[src/rtl/irq_pkg.sv]
package irq_pkg;

    localparam int NSRC     = 3;
    localparam int SRC_PER  = 0;
    localparam int SRC_ALM  = 1;
    localparam int SRC_UPD  = 2;
    localparam int STAT_W   = 8;
    localparam int SUM_BIT  = STAT_W - 1;
    localparam int FLAG_TOP = SUM_BIT - 1;
    localparam int CTRL_W   = NSRC + 1;

    typedef logic [NSRC-1:0] src_vec_t;

    typedef struct packed {
        logic     sqw_en;
        src_vec_t src_en;
    } ctrl_t;

    typedef enum logic [1:0] {
        RD_IDLE   = 2'd0,
        RD_ACTIVE = 2'd1,
        RD_DONE   = 2'd2
    } rd_phase_t;

    function automatic logic [STAT_W-1:0] pack_status(input logic sum, input src_vec_t f);
        logic [STAT_W-1:0] s;
        s = '0;
        s[SUM_BIT] = sum;
        for (int i = 0; i < NSRC; i++) begin
            s[FLAG_TOP-i] = f[i];
        end
        return s;
    endfunction

endpackage

[src/rtl/irq_read_track.sv]
module irq_read_track
    import irq_pkg::*;
(
    input  logic      clk,
    input  logic      rst,
    input  logic      rd,
    output rd_phase_t phase
);
    logic rd_q;

    always_ff @(posedge clk) begin
        if (rst) rd_q <= 1'b0;
        else     rd_q <= rd;
    end

    always_comb begin
        if (rd)        phase = RD_ACTIVE;
        else if (rd_q) phase = RD_DONE;
        else           phase = RD_IDLE;
    end
endmodule

[src/rtl/irq_flag_bank.sv]
module irq_flag_bank
    import irq_pkg::*;
(
    input  logic      clk,
    input  logic      rst,
    input  src_vec_t  evt,
    input  rd_phase_t phase,
    output src_vec_t  flags
);
    src_vec_t parked;

    for (genvar i = 0; i < NSRC; i++) begin : g_src
        always_ff @(posedge clk) begin
            if (rst) begin
                flags[i]  <= 1'b0;
                parked[i] <= 1'b0;
            end else begin
                case (phase)
                    RD_ACTIVE: parked[i] <= parked[i] | evt[i];
                    RD_DONE: begin
                        flags[i]  <= parked[i] | evt[i];
                        parked[i] <= 1'b0;
                    end
                    default: flags[i] <= flags[i] | evt[i];
                endcase
            end
        end
    end
endmodule

[src/rtl/irq_ctrl_reg.sv]
module irq_ctrl_reg
    import irq_pkg::*;
(
    input  logic              clk,
    input  logic              rst,
    input  logic              we,
    input  logic [CTRL_W-1:0] wdata,
    input  logic              set_mode,
    output ctrl_t             ctrl
);
    logic  set_q;
    logic  set_rise;
    ctrl_t ctrl_nx;

    assign set_rise = set_mode & ~set_q;

    always_comb begin
        ctrl_nx = ctrl;
        if (we) ctrl_nx = ctrl_t'(wdata);
        if (set_rise) ctrl_nx.src_en[SRC_UPD] = 1'b0;
    end

    always_ff @(posedge clk) begin
        if (rst) begin
            ctrl  <= '0;
            set_q <= 1'b0;
        end else begin
            ctrl  <= ctrl_nx;
            set_q <= set_mode;
        end
    end
endmodule

[src/rtl/irq_request.sv]
module irq_request
    import irq_pkg::*;
(
    input  src_vec_t          flags,
    input  src_vec_t          src_en,
    output logic              pull,
    output logic [STAT_W-1:0] status
);
    assign pull   = |(flags & src_en);
    assign status = pack_status(pull, flags);
endmodule

[src/rtl/irq_status_unit.sv]
module irq_status_unit
    import irq_pkg::*;
(
    input  logic              clk,
    input  logic              rst,
    input  logic [NSRC-1:0]   evt_i,
    input  logic              en_we,
    input  logic [CTRL_W-1:0] en_wdata,
    input  logic              set_mode,
    input  logic              stat_rd,
    output logic [STAT_W-1:0] stat_o,
    output logic [CTRL_W-1:0] en_o,
    output logic              irq_pull_o
);
    rd_phase_t phase;
    src_vec_t  flags;
    ctrl_t     ctrl;

    irq_read_track u_rd (
        .clk   (clk),
        .rst   (rst),
        .rd    (stat_rd),
        .phase (phase)
    );

    irq_flag_bank u_flags (
        .clk   (clk),
        .rst   (rst),
        .evt   (evt_i),
        .phase (phase),
        .flags (flags)
    );

    irq_ctrl_reg u_ctrl (
        .clk      (clk),
        .rst      (rst),
        .we       (en_we),
        .wdata    (en_wdata),
        .set_mode (set_mode),
        .ctrl     (ctrl)
    );

    irq_request u_req (
        .flags  (flags),
        .src_en (ctrl.src_en),
        .pull   (irq_pull_o),
        .status (stat_o)
    );

    assign en_o = ctrl;
endmodule

[config.mk]
export PLATFORM = sky130hd
export DESIGN_NAME = irq_status_unit
export DESIGN_NICKNAME = d
export VERILOG_FILES = /design/src/rtl/irq_pkg.sv /design/src/rtl/irq_read_track.sv /design/src/rtl/irq_flag_bank.sv /design/src/rtl/irq_ctrl_reg.sv /design/src/rtl/irq_request.sv /design/src/rtl/irq_status_unit.sv
export SDC_FILE = /design/constraint.sdc
export NUM_CORES = 1
export LEC_CHECK = 0
export BUFFER_PORTS_ARGS = -buffer_cell sky130_fd_sc_hd__buf_4
export CAP_MARGIN = 20
export CORE_MARGIN = 1
export CORE_UTILIZATION = 25
export CTS_CLUSTER_SIZE = 8
export DETAILED_ROUTE_END_ITERATION = 12
export GPL_TIMING_DRIVEN = 1
export SYNTH_ARGS = -nofsm -noshare
export SYNTH_HDL_FRONTEND = slang
export SYNTH_SLANG_ARGS = --single-unit
[constraint.sdc]
create_clock -name clk -period 1.6 [get_ports clk]
set_clock_uncertainty 0.15 [all_clocks]
set_input_delay 0.08 -clock clk [delete_from_list [all_inputs] [get_ports clk]]
set_output_delay 0.08 -clock clk [all_outputs]
set_load 0.02 [all_outputs]
==> flow_summary.toml <==
[timing]
finalSetupViolCount = 0
setup_tns_ps = 0
fin_crit_ps = 1490
final_hold_viol_count = 0
rsz0062_at_grt = "no"
finalMaxSlewViolations = 0
period_share_pct = 93.0
fmax_ghz = 0.672

[synthesis]
ys_types = 16
synth-seq-area-share_pct = 45.9
synth_cells = 57
synth_area_per_cell_um2 = 9.18
yosys_register_bits = 12
syn-cell-area_um2 = 523
ys_warn_count = 0

[die]
rows = 16
coreArea_um2 = 1960
die_h_um = 47.7
fp.dieW_um = 47.7
die_area_um2 = 2280
ios = 25
initial_core_util_pct = 26.7

[global_route]
use_met3_pct = 2.26
grt_pass1_wl_um = 1580
antenna_found_initial = 0
use_met1_pct = 13.0
grt_start_max_net_pins = 13
busiest_layer = "met2"
grt.overflow.total = 0
met2_usage_pct = 15.7
grt_usage_pct = 10.5
grt_pass1_vias = 388

[clock_tree]
path_clk_slew_ps = 60
cts.sinks = 12
cts_tree = "yes"
cts-buffers-inserted = 3
cts_root_buffer = "clkbuf_4"
insertion_delay_ps = 260
h-tree-depth = 1
clock_path_buffers = 2
post_cts_buffers = 0

[drt]
routed_wirelength_um = 1070
detail_route.iter0.violations = 9
postRouteAntennaNets = 0
wl_per_cell_um = 9.30
num_vias = 474
via_per_inst = 4.12
first_pass_iters = 4
drcViolationCount = 0

[setup_path]
crit_path_end_kind = "flip-flop"
r2r-end = "u_ctrl.ctrl[0]"
r2r-start = "u_ctrl.ctrl[0]"
reg2reg_slack_ps = 270
path_max_fanout = 1
rr_worst_depth = 3
crit_type = "in -> reg"
start_kind = "input port"
cp.arrival_ps = 1480
worstPathRequired_ps = 1600

[layout]
layout_common_cells = "buf_4 (20), nor2_1 (15), dlygate4sd3_1 (13), dfxtp_1 (12)"
area_growth_pct = 55.5
nFillCells = 213
drive_above_1_share_pct = 28.4
nNetsFinal = 102
fin_cells = 115
num_antenna_cells = 0
final_common_cell = "buf_4"

[power]
power.leakage_nw = 0.383
p_per_area_nw_per_um2 = 800
ir_drop_v = 0.000305

[placement]
gpl.final_weighted_congestion = 0.734
numPortBuffers = 20
dp.cells = 99
dp_hpwl_um = 732

[worst_hold_path]
hold_class = "in -> reg"
holdCritStartpoint = "en_wdata[2]"
hold_path_depth = 3
hold_end = "u_ctrl.ctrl[2]"

[job]
max_cap_viol_count = 0

[status]
outcome = "finished clean"
-- worst max-delay path, stage by stage --
cell and delay, ps:
dlygate4sd3_1 540, buf_4 140, mux2i_1 130, dlygate4sd3_1 570
nor2_1 40
-- sequential cells by signal, indices dropped and copies added, names as in the netlist --
name and flops:
u_ctrl.ctrl 4, u_flags.parked 3, u_rd.rd_q 1, u_ctrl.set_q 1
u_flags.flags 3
-- Yosys cell counts, drive strengths merged --
cell type | instances | area share, %
a22oi | 3 | 4.3
conb | 1 | 0.72
inv | 1 | 0.72
nor3 | 1 | 0.96
clkbuf | 2 | 2.4
o21a | 3 | 4.3
a222oi | 1 | 1.9
buf | 6 | 8.6
dfxtp | 12 | 46
nor2b | 4 | 6.2
nand2b | 1 | 2.6
nor2 | 15 | 11
a21oi | 3 | 2.9
mux2i | 4 | 7.7
-- metal layers --
metal / up-vias / wire length (um)
met5: - / 0
met4: 0 / 19
met3: 2 / 56
met2: 16 / 506
met1: 215 / 486
li1: 241 / -
-- final cells by class --
type / count / area (um^2) / share of cell area (%)
inverters: 1 / 3.75 / 0.462
flip-flops and latches: 12 / 240 / 29.5
clock buffers: 3 / 22.5 / 2.77
well taps: 27 / 33.8 / 4.15
multi-input cells: 39 / 233 / 28.6
repair buffers: 33 / 280 / 34.5
-- worst max path at each step --
| stage | cells past startpoint | endpoint | startpoint |
|---|---|---|---|
| 2_1_floorplan | 3 | stat_o[7] | u_ctrl.ctrl[2] |
| 3_3_place_gp | 3 | stat_o[7] | u_ctrl.ctrl[2] |
| 3_5_place_dp | 3 | irq_pull_o | u_ctrl.ctrl[2] |
| 4_1_cts | 5 | u_ctrl.ctrl[0] | en_wdata[0] |
| 5_1_grt | 5 | u_ctrl.ctrl[3] | en_wdata[3] |
| 6_report | 5 | u_ctrl.ctrl[1] | en_wdata[1] |
-- power by group --
group	switching (mW)	total, mW	internal (mW)
logic	0.0676	0.150	0.0825
clock network	0.0824	0.169	0.0866
registers	0.0138	0.332	0.318
-- what timing repair did --
| action | in CTS | in global routing |
|---|---|---|
| resized for setup | 0 | 0 |
| hold buffers | 13 | 0 |
| endpoints found under the setup margin | 0 | 0 |
| hold endpoints to repair | 11 | 0 |
-- metrics by stage --
| stage | utilization [%] | instance area, um^2 | setup WS [ps] | hold slack, ps | power (mW) |
|---|---|---|---|---|---|
| floorplan | - | 534 | 312 | 1.61 | 0.420 |
| global placement | 33.7 | 661 | 498 | 158 | 0.460 |
| detailed placement | 33.7 | 661 | 468 | 163 | 0.461 |
| CTS | 41.5 | 813 | 153 | 8.31 | 0.658 |
| global route | 41.5 | 813 | 48.2 | 32.0 | 0.688 |
| finish | 41.5 | 813 | 112 | 16.4 | 0.651 |
-- logic make-up (layout without fill, tap and decap cells) --
logic type,count (synthesis),after routing,share of synthesized area (%)
muxes,4,4,7.66
AOI/OAI and AO/OA,10,10,13.4
and+or+nand+nor,21,21,20.6
buffers and inverters,9,37,11.7
other,1,4,0.717
DFF,12,12,45.9
No activity file was read; power rests on OpenSTA's default activity.
